===== config.mk =====
export PLATFORM = sky130hd
export DESIGN_NAME = crc16_accel
export DESIGN_NICKNAME = d
export VERILOG_FILES = /design/src/rtl/crc16_pkg.sv /design/src/rtl/crc16_byte_fold.sv /design/src/rtl/crc16_out_view.sv /design/src/rtl/crc16_accel.sv
export SDC_FILE = /design/constraint.sdc
export NUM_CORES = 1
export LEC_CHECK = 0
export BUFFER_PORTS_ARGS = -buffer_cell sky130_fd_sc_hd__clkbuf_2
export CAP_MARGIN = 10
export CORE_MARGIN = 2
export CORE_UTILIZATION = 50
export CTS_CLUSTER_DIAMETER = 100
export DETAILED_ROUTE_END_ITERATION = 6
export GPL_TIMING_DRIVEN = 0
export MAX_ROUTING_LAYER = met4
export PLACE_DENSITY = 0.65
export SLEW_MARGIN = 0
export SYNTH_ARGS = -nofsm -noshare
export SYNTH_HDL_FRONTEND = slang
export SYNTH_SLANG_ARGS = --single-unit

===== constraint.sdc =====
create_clock -name clk -period 9.7 [get_ports clk]
set_input_delay 1.94 -clock clk [delete_from_list [all_inputs] [get_ports clk]]
set_output_delay 1.94 -clock clk [all_outputs]
set_load 0.05 [all_outputs]

===== src/rtl/crc16_pkg.sv =====
package crc16_pkg;

    localparam int CRC_W  = 16;
    localparam int BYTE_W = 8;
    localparam int ADDR_W = 3;

    localparam logic [ADDR_W-1:0] A_CTRL    = 3'd0;
    localparam logic [ADDR_W-1:0] A_POLY_HI = 3'd1;
    localparam logic [ADDR_W-1:0] A_POLY_LO = 3'd2;
    localparam logic [ADDR_W-1:0] A_DATA    = 3'd3;
    localparam logic [ADDR_W-1:0] A_RES_HI  = 3'd4;
    localparam logic [ADDR_W-1:0] A_RES_LO  = 3'd5;

    localparam int B_CLR  = 0;
    localparam int B_SEED = 1;
    localparam int B_INV  = 2;
    localparam int B_FLIP = 3;

endpackage


===== src/rtl/crc16_byte_fold.sv =====
module crc16_byte_fold #(
    parameter int W  = 16,
    parameter int DW = 8
) (
    input  logic [W-1:0]  rem_in,
    input  logic [W-1:0]  poly,
    input  logic [DW-1:0] din,
    output logic [W-1:0]  rem_out
);
    logic [W-1:0] stage [DW+1];

    assign stage[0] = rem_in;

    for (genvar i = 0; i < DW; i++) begin : g_bit
        logic fb;
        assign fb = stage[i][W-1] ^ din[DW-1-i];
        assign stage[i+1] = {stage[i][W-2:0], 1'b0} ^ (fb ? poly : '0);
    end

    assign rem_out = stage[DW];
endmodule


===== src/rtl/crc16_out_view.sv =====
module crc16_out_view #(
    parameter int W = 16
) (
    input  logic [W-1:0] rem,
    input  logic         inv,
    input  logic         flip,
    output logic [W-1:0] view
);
    logic [W-1:0] cpl;
    logic [W-1:0] rev;

    assign cpl = inv ? ~rem : rem;

    for (genvar i = 0; i < W; i++) begin : g_rev
        assign rev[i] = cpl[W-1-i];
    end

    assign view = flip ? rev : cpl;
endmodule


===== src/rtl/crc16_accel.sv =====
module crc16_accel
    import crc16_pkg::*;
#(
    parameter logic [15:0] POLY_INIT = 16'h1021
) (
    input  logic        clk,
    input  logic        rst_n,
    input  logic        bus_we,
    input  logic [2:0]  bus_addr,
    input  logic [7:0]  bus_wdata,
    output logic [7:0]  bus_rdata
);
    logic [CRC_W-1:0] poly_q;
    logic [CRC_W-1:0] rem_q;
    logic [CRC_W-1:0] rem_fold;
    logic [CRC_W-1:0] res_view;
    logic             seed_q;
    logic             inv_q;
    logic             flip_q;

    crc16_byte_fold #(.W(CRC_W), .DW(BYTE_W)) fold_i (
        .rem_in  (rem_q),
        .poly    (poly_q),
        .din     (bus_wdata),
        .rem_out (rem_fold)
    );

    crc16_out_view #(.W(CRC_W)) view_i (
        .rem  (rem_q),
        .inv  (inv_q),
        .flip (flip_q),
        .view (res_view)
    );

    // Register updates: one write per cycle, decoded by address.
    always_ff @(posedge clk) begin
        if (!rst_n) begin
            poly_q <= POLY_INIT;
            rem_q  <= '0;
            seed_q <= 1'b0;
            inv_q  <= 1'b0;
            flip_q <= 1'b0;
        end else if (bus_we) begin
            case (bus_addr)
                A_CTRL: begin
                    seed_q <= bus_wdata[B_SEED];
                    inv_q  <= bus_wdata[B_INV];
                    flip_q <= bus_wdata[B_FLIP];
                    if (bus_wdata[B_CLR])
                        rem_q <= bus_wdata[B_SEED] ? '1 : '0;
                end
                A_POLY_HI: poly_q[15:8] <= bus_wdata;
                A_POLY_LO: poly_q[7:0]  <= bus_wdata;
                A_DATA:    rem_q        <= rem_fold;
                default: ;
            endcase
        end
    end

    // Read mux.
    always_comb begin
        case (bus_addr)
            A_CTRL:    bus_rdata = {4'b0, flip_q, inv_q, seed_q, 1'b0};
            A_POLY_HI: bus_rdata = poly_q[15:8];
            A_POLY_LO: bus_rdata = poly_q[7:0];
            A_RES_HI:  bus_rdata = res_view[15:8];
            A_RES_LO:  bus_rdata = res_view[7:0];
            default:   bus_rdata = 8'h00;
        endcase
    end
endmodule


==> run summary, run 1 <==
The number of failing hold endpoints at the final stage is 0. For this run, the slowest stage of the critical path takes 0.31 ns. The tools report the standby leakage power as 1.54 nW. The number of clock buffers inserted by TritonCTS was 5. The async set-reset flop share out of synthesis is 0, and the count of maximum capacitance violations is 0. Across the routed clock network, the largest skew measured is 0.00820 ns. The number of antenna violations at the first check in global routing came out at 0. The root buffer cell is clkbuf_8. The weighted congestion at the end of routability-driven global placement was 0.900; the wire length reported by the detailed router was 12900 microns. The flow ran to the end, and the final reports show no timing, DRC or antenna violations.

During I/O placement, the number of pins put on the boundary was 22. TritonCTS built the clock tree. The first TritonRoute pass finished after 5 iterations. After detailed routing, the number of vias per cell comes to 5.81.

The run gives 0 as the count of antenna-violating nets left after detailed routing. For the effective utilization at floorplan, the log shows 0.508. The worst setup path is captured at an output port. The final critical path time including I/O delays and setup was 5.66 ns; the die span in y was 97.7 microns. Input and output buffers added on the ports amount to 20. For the number of max-slew violations in the final report, the log shows 0. Clock input transition at the sequential cells of the worst setup and hold paths: 0.07 ns.

Counting buffers and inverters, the worst setup path is 8 cells deep. The clock reaches the later pin of the worst-skew pair after 0.30 ns. Post-CTS timing repair inserted 0 buffers for setup. The cell with the largest stage delay on the worst path is clkbuf_1.

For the area of the mapped netlist, the log shows 0.00439 sq mm. After floorplanning, the core was divided into 34 placement rows. The average cell area after synthesis is 7.43 sq um, and the total of warnings raised by yosys is 0. In the final layout, flip-flops and latches occupy 701 sq um. The sequential-to-total area share from yosys stat is 0.160. Synthesized netlist cell count: 591. Based on the critical path, the design can be clocked at up to 177 MHz.

The cell area power density is 124 mW/mm^2, and the die footprint is 0.00955 sq mm. At the pin with the least slew margin, the transition time is 0.652 ns. Highest fanout seen on the critical path: 9. The kind of start point of the critical path is a primary input. The synthesis-stage register bit count is 35, and the overall die width is 97.7 microns. The critical path in this run is classified as in -> out. The global routing usage on met2 came out at 0.455. The logs give 0.0000919 V for the maximum VDD drop and 0.00346 sq mm for the area of combinational cells with multiple inputs. Setup repair after global routing left no endpoint under its margin.

The most used flip-flop cell after synthesis was dfxtp_1. The tools report the number of global-route vias before repair as 3996. Among all cell types in the netlist, the one instantiated most often is nand2_1. The clock sink count was 35; the share of the synthesized area in the top cell type was 0.211. Counting instances in the post-synthesis netlist gives the leading cell types as nand2_1 (126), xnor2_1 (106), clkbuf_1 (35), dfxtp_1 (35), o21ai_0 (32). After clock tree synthesis, the flow added hold-fix buffers numbering 0.

Post-cts gate resize count: 0. Summed over all layers, the global routing overflow is 0. In the post-synthesis netlist, the biggest area contributors are xnor2_1 (21%), dfxtp_1 (16%), nand2_1 (11%), xor2_1 (4.6%), mux2i_1 (3.6%).

Proportion of layout cells with a drive suffix above 1: 0.115. Counting every net in the synthesized netlist gives 605. After routing, the total negative slack on setup checks comes to 0 ns. The tools report the number of H-tree levels as 2.

The largest buffer count on any clock path is 2, and the global-route usage over all layers is 0.279. The number of enable-type register cells in the synthesized netlist was 0; the final core utilization was 0.549. For the worst setup path, the data arrival time is 3.72 ns.

For the worst flop-to-flop path, the logic depth is 15. Detailed placement ended at an HPWL of 9630 microns. The number of buffers and inverters on the critical path is 3. Entering global routing, the biggest net connects 13 pins. The signal on the critical path passes through clkbuf_1, nor2b_1, clkbuf_1, nand2_1, o22ai_1, o22ai_1, o21ai_0, clkbuf_2. The tools report the worst slew margin relative to its limit as 0.566. The largest area contributor in the synthesized netlist is xnor2_1. The depth of the worst hold-timing path is 2.

The number of setup violations in the final report came out at 0. The data required time at the worst endpoint was 7.76 ns; the total via count in the routed design was 4225. After detailed routing, the number of remaining DRC violations is 0. Period utilization: 0.584. The cell family contributing the most delay on the critical path is buffers and inverters. Compared with the post-synthesis result, the final layout area differs by 7.92%.

Yosys mapped the design onto 64 distinct sky130hd cell types. Met1 layer usage reported by global route: 0.366. After detailed routing, the average wire length per cell comes to 17.8 microns. The global routing stage identified its most utilized layer as met2. 0 antenna diodes ended up in the layout.

After the first detailed-routing iteration, the DRC count stood at 389. The classification of the worst-slack hold path was reg -> reg. The layout has 856 filler cells. The final-layout worst hold slack was 0.538 ns; the wire length of the first global-routing pass was 20900 microns.

The core region is 0.00864 sq mm. The logs give 632 for the final net count and 0.0417 for the met3 usage in global routing.
[flip-flops by register name, indices dropped and copies added (netlist names)]
register / count
poly_q: 16
flip_q: 1
seed_q: 1
inv_q: 1
rem_q: 16
[path summary, 6_finish.rpt]
| kind | startpoint | endpoint | slack [ns] |
|---|---|---|---|
| setup / recovery | bus_addr[0] | bus_rdata[3] | 4.04 |
| hold / removal | seed_q | seed_q | 0.54 |
| setup reg to reg | rem_q[15] | rem_q[1] | 5.27 |
| hold reg to reg | seed_q | seed_q | 0.54 |
[tightest hold or removal path, stage by stage, from the launching register on]
cell,delay [ns]
dfxtp_1,0.33
mux2i_1,0.07
nor2b_1,0.10
[kinds of logic after synthesis]
kind of cell,count (synthesis),synth area share
AND/OR/NAND/NOR,218,0.232
XOR/XNOR,143,0.316
AO/OA/AOI/OAI,120,0.188
buffers and inverters,55,0.0524
flip-flops,35,0.160
multiplexers,20,0.0527
[report_power, final]
part           total [W]  switching, W  leakage, nW  internal [W]
registers       0.000156    0.00000721        0.284      0.000149
logic           0.000297      0.000171         1.20      0.000126
clock network   0.000135     0.0000582       0.0581     0.0000765
total           0.000588      0.000237         1.54      0.000351
[final cells by class]
cell class / count / area share
multi-input cells: 501 / 0.730
flip-flops and latches: 35 / 0.148
plain buffers: 48 / 0.0430
well taps: 108 / 0.0285
repair buffers: 20 / 0.0211
clock buffers: 5 / 0.0145
clock inverters: 3 / 0.00924
inverters: 7 / 0.00555
[cell usage in the layout, fill, tap and decap left out, types with 3 or more instances in the layout]
master	n
a21oi_1	24
xnor2_2	7
nor3_2	3
nand3_1	14
clkbuf_8	5
nand3_2	9
nor4_1	4
buf_1	6
nor2_1	24
xnor3_1	3
o22ai_1	3
a21boi_0	15
xor2_1	23
clkbuf_2	20
nand2_1	126
or2_2	3
buf_2	4
a21o_1	3
nor2b_1	12
inv_1	6
clkbuf_1	35
o211ai_1	3
dfxtp_1	35
xor2_2	3
and3_1	4
mux2i_1	16
nand2b_1	5
and2_1	3
o22a_1	6
o21ai_0	32
a22oi_1	6
a211o_1	3
xnor2_1	106
nor3_1	4
[routing by layer]
| metal | vias up | share of wire |
|---|---|---|
| li1 | 2034 | - |
| met1 | 2005 | 0.43 |
| met2 | 161 | 0.48 |
| met3 | 25 | 0.068 |
| met4 | 0 | 0.021 |
| met5 | - | 0 |
[stage by stage]
step	worst slack (ns)	total power, W	area [sq um]	std cells
global placement	3.88	0.000448	4630	719
detailed placement	3.79	0.000451	4630	719
finish	4.04	0.000588	4740	727
floorplan	3.86	0.000392	4390	591
global route	3.79	0.000618	4740	727
CTS	4.04	0.000586	4740	727
No activity file was read; power rests on OpenSTA's default activity.
==> run 2: changes to the inputs <==
PLACE_DENSITY = 0.68   (was 0.65)
clock period = 4.9 ns   (was 9.7 ns; I/O delays follow)
==> run 2 against run 1 <==
- largest power group unchanged
- wire length fell by 0.89%
- clock-buffer cell count unchanged
- cell area is essentially flat
- setup slack got worse by 3.8 ns
==> run summary, run 2 (same netlist as run 1, synthesis figures left out) <==
For the layout filler cell count, the log shows 836 (was 856). Routed metal-1 wirelength: 5610 microns (was 5560 microns). The cell family with the largest share of critical-path delay is XOR/XNOR gates (was buffers and inverters). Number of antenna violations at the first check in global routing: 0 (unchanged). Most frequent standard cell in the layout excluding fill and tap cells: nand2_1 (unchanged). The run gives 0.907 (was 0.900) as the weighted congestion at the end of routability-driven global placement.

The first element of the critical path was bus_wdata[7] (was bus_addr[0]). The tools report the clock sink count as 35 (unchanged). The run gives 0.55 ns (was 5.27 ns) as the reg2reg setup slack. The cell with the largest stage delay on the worst path was xnor3_1 (was clkbuf_1).

Proportion of layout cells with a drive suffix above 1: 0.115 (unchanged). The startpoint of the worst register-to-register path was rem_q[15] (unchanged). Count of TritonRoute iterations in the first routing pass: 5 (unchanged). Top Registers: poly_q (16), rem_q (16) (unchanged). Number of violations reported at the end of detailed-routing iteration 0: 279 (was 389). The flow ran to the end, and the final reports show no timing, DRC or antenna violations. The overall overflow remaining after global route is 0 (unchanged). Highest metal layer with signal wires: met4 (unchanged). The area overhead of the layout relative to synthesis is 7.98% (was 7.92%), and the wire length of the first global-routing pass is 20600 microns (was 20900 microns). The number of max-slew violations in the final report was 0 (unchanged). TritonCTS built the clock tree. The maximum cell stage delay along the critical path is 0.50 ns (was 0.31 ns), and the worst-margin pin slew is 0.700 ns (was 0.652 ns). The pin count of the biggest net entering global routing was 14 (was 13); the largest clock skew in the final design was 0.0164 ns (was 0.00820 ns). The count of buffers from port buffering was 20 (unchanged); the fmax was 215 MHz. The tools report the final net count as 632 (unchanged). Setup repair after global routing left no endpoint under its margin.

The data arrival time of the worst path was 4.81 ns (was 3.72 ns). The tools report the total via count in the routed design as 4227 (was 4225). The effective utilization at floorplan is 0.508 (unchanged), and the total net switching power is 0.000477 W (was 0.000237 W). The post-cts gate resize count is 0 (unchanged).

The classification of the worst-slack hold path is reg -> reg (unchanged). Net switching fraction of the power: 0.406 (was 0.403). The total power of the final layout was 0.00117 W (was 0.000588 W). The tools report the combinational fraction of design power as 0.500 (was 0.505). The overall die width is 97.7 microns (unchanged). The global-route usage over all layers is 0.274 (was 0.279), and the die span in y is 97.7 microns (unchanged). Count of maximum capacitance violations: 0 (unchanged).

The half-perimeter wire length of the detailed placement result was 9530 microns (was 9630 microns). For the sum of negative setup slack, the log shows 0 ns (unchanged). The logs give 1.53 nW (was 1.54 nW) for the standby leakage power and 0.533 (was 0.566) for the worst slew margin relative to its limit. For the met3 routed wirelength, the log shows 852 microns (was 874 microns). The endpoint of the most critical register-to-register path was rem_q[1] (unchanged).

The total number of cells along the worst setup path works out to 16 (was 8). The logs give 0 (unchanged) for the count of antenna-violating nets left after detailed routing and 0.000135 V (was 0.0000919 V) for the maximum VDD drop. The data required time at the worst endpoint was 5.07 ns (was 7.76 ns); the final critical path time including I/O delays and setup was 4.65 ns.

Cell breakdown of the critical path: clkbuf_2, xor2_1, buf_4, a21oi_1, o21ai_1, a211oi_1, nor3_1, xnor2_2, xnor3_1, or3_1, mux2_4, nand3_2, buf_2, nand3_1, xnor2_1, o22ai_1 (was clkbuf_1, nor2b_1, clkbuf_1, nand2_1, o22ai_1, o22ai_1, o21ai_0, clkbuf_2). The number of H-tree levels was 2 (unchanged). The highest fanout seen on the critical path came out at 10 (was 9).

The run gives 0 (unchanged) as the number of inserted diodes. For the met2 wirelength from detailed routing, the log shows 5910 microns (was 6210 microns). The run gives 2 (unchanged) as the largest buffer count on any clock path. The period utilization is 0.948, and the die footprint is 0.00955 sq mm (unchanged).

The number of cells on the worst reg-to-reg path was 15 (unchanged); the number of clock buffers inserted by TritonCTS was 5 (unchanged). The number of rows in the core area was 34 (unchanged). The run gives 0.31 ns (was 0.30 ns) as the insertion delay of the later-clocked pin in the worst-skew pair. The placeable core area came out at 0.00864 sq mm (unchanged). The number of failing hold endpoints at the final stage was 0 (unchanged); the number of global-route vias before repair was 4055 (was 3996).

The cell-internal power was 0.000697 W (was 0.000351 W); the setup slack after layout was 0.255 ns (was 4.04 ns). The type of the worst setup path was in -> reg (was in -> out). The wire length reported by the detailed router was 12800 microns (was 12900 microns). The run gives 0 (unchanged) as the number of design rule violations left after detail routing. The buffers inserted during post-CTS setup optimization came out at 0 (unchanged). The kind of capture point of the worst setup path is a flip-flop (was an output port).

The sequential cell fraction of total power is 0.263 (was 0.266). The number of primary I/O pins is 22 (unchanged). Highest-count cells in the layout ignoring fill and taps: nand2_1 (126), xnor2_1 (106), clkbuf_1 (35), dfxtp_1 (35), o21ai_0 (32) (unchanged). The root buffer cell was clkbuf_8 (unchanged).

For the number of setup violations in the final report, the log shows 0 (unchanged). Detailed-route wire length per cell: 17.6 microns (was 17.8 microns). The logs give 0.00188 ns (was 3.79 ns) for the worst setup slack before clock tree synthesis and 0 (unchanged) for the post-cts hold buffer count.

The tools report the launch instance of the worst min-delay path as seed_q (unchanged). The capture point of the critical path was rem_q[1] (was bus_rdata[3]). The average via count per standard cell came out at 5.81 (about the same). The relative contribution of the clock network to total power is 0.236 (was 0.229). Number of buffers and inverters on the critical path: 3 (unchanged). Kind of start point of the critical path: a primary input (unchanged). The clock input transition at the sequential cells of the worst setup and hold paths came out at 0.08 ns (was 0.07 ns). The cell area power density works out to 248 mW/mm^2 (was 124 mW/mm^2).
-- run 2: layer usage --
layer  vias up  GRT usage
met5         -          -
met4         0      0.100
met3        36     0.0367
met2       165      0.440
met1      1989      0.352
li1       2037          -
-- run 2: cell type report --
cell class / count / area (sq um) / share of cell area
Timing Repair Buffer: 20 / 100 / 0.0211
Sequential cell: 35 / 701 / 0.148
Inverter: 7 / 26.3 / 0.00554
Clock buffer: 5 / 68.8 / 0.0145
Buffer: 48 / 204 / 0.0430
Multi-Input combinational cell: 501 / 3460 / 0.730
Clock inverter: 3 / 46.3 / 0.00977
Tap cell: 108 / 135 / 0.0285
-- run 2: worst min-delay path by stage --
| stage | endpoint | slack, ns | cells after the start |
|---|---|---|---|
| global route | seed_q | 0.59 | 2 |
| finish | seed_q | 0.53 | 2 |
| global placement | seed_q | 0.51 | 2 |
| detailed placement | seed_q | 0.52 | 2 |
| floorplan | seed_q | 0.48 | 2 |
| CTS | seed_q | 0.54 | 2 |
-- run 2: power by group through the flow --
stage | registers [W] | clock network, W | logic [W]
finish | 0.000309 | 0.000278 | 0.000587
global route | 0.000310 | 0.000287 | 0.000632
CTS | 0.000309 | 0.000276 | 0.000582
detailed placement | 0.000315 | 0 | 0.000577
global placement | 0.000315 | 0 | 0.000570
floorplan | 0.000310 | 0 | 0.000466
-- run 2: through the flow --
| step | utilization | hold WS (ns) | cell area (sq um) | instances |
|---|---|---|---|---|
| after detailed placement | 0.536 | 0.517 | 4630 | 719 |
| after CTS | 0.549 | 0.539 | 4740 | 727 |
| after floorplan | - | 0.482 | 4390 | 591 |
| final | 0.549 | 0.533 | 4740 | 727 |
| after global placement | 0.536 | 0.509 | 4630 | 719 |
| after global routing | 0.549 | 0.589 | 4740 | 727 |
-- run 2: tightest hold or removal path: stages (launching register included) --
cell,delay [ns]
dfxtp_1,0.34
mux2i_1,0.07
nor2b_1,0.09
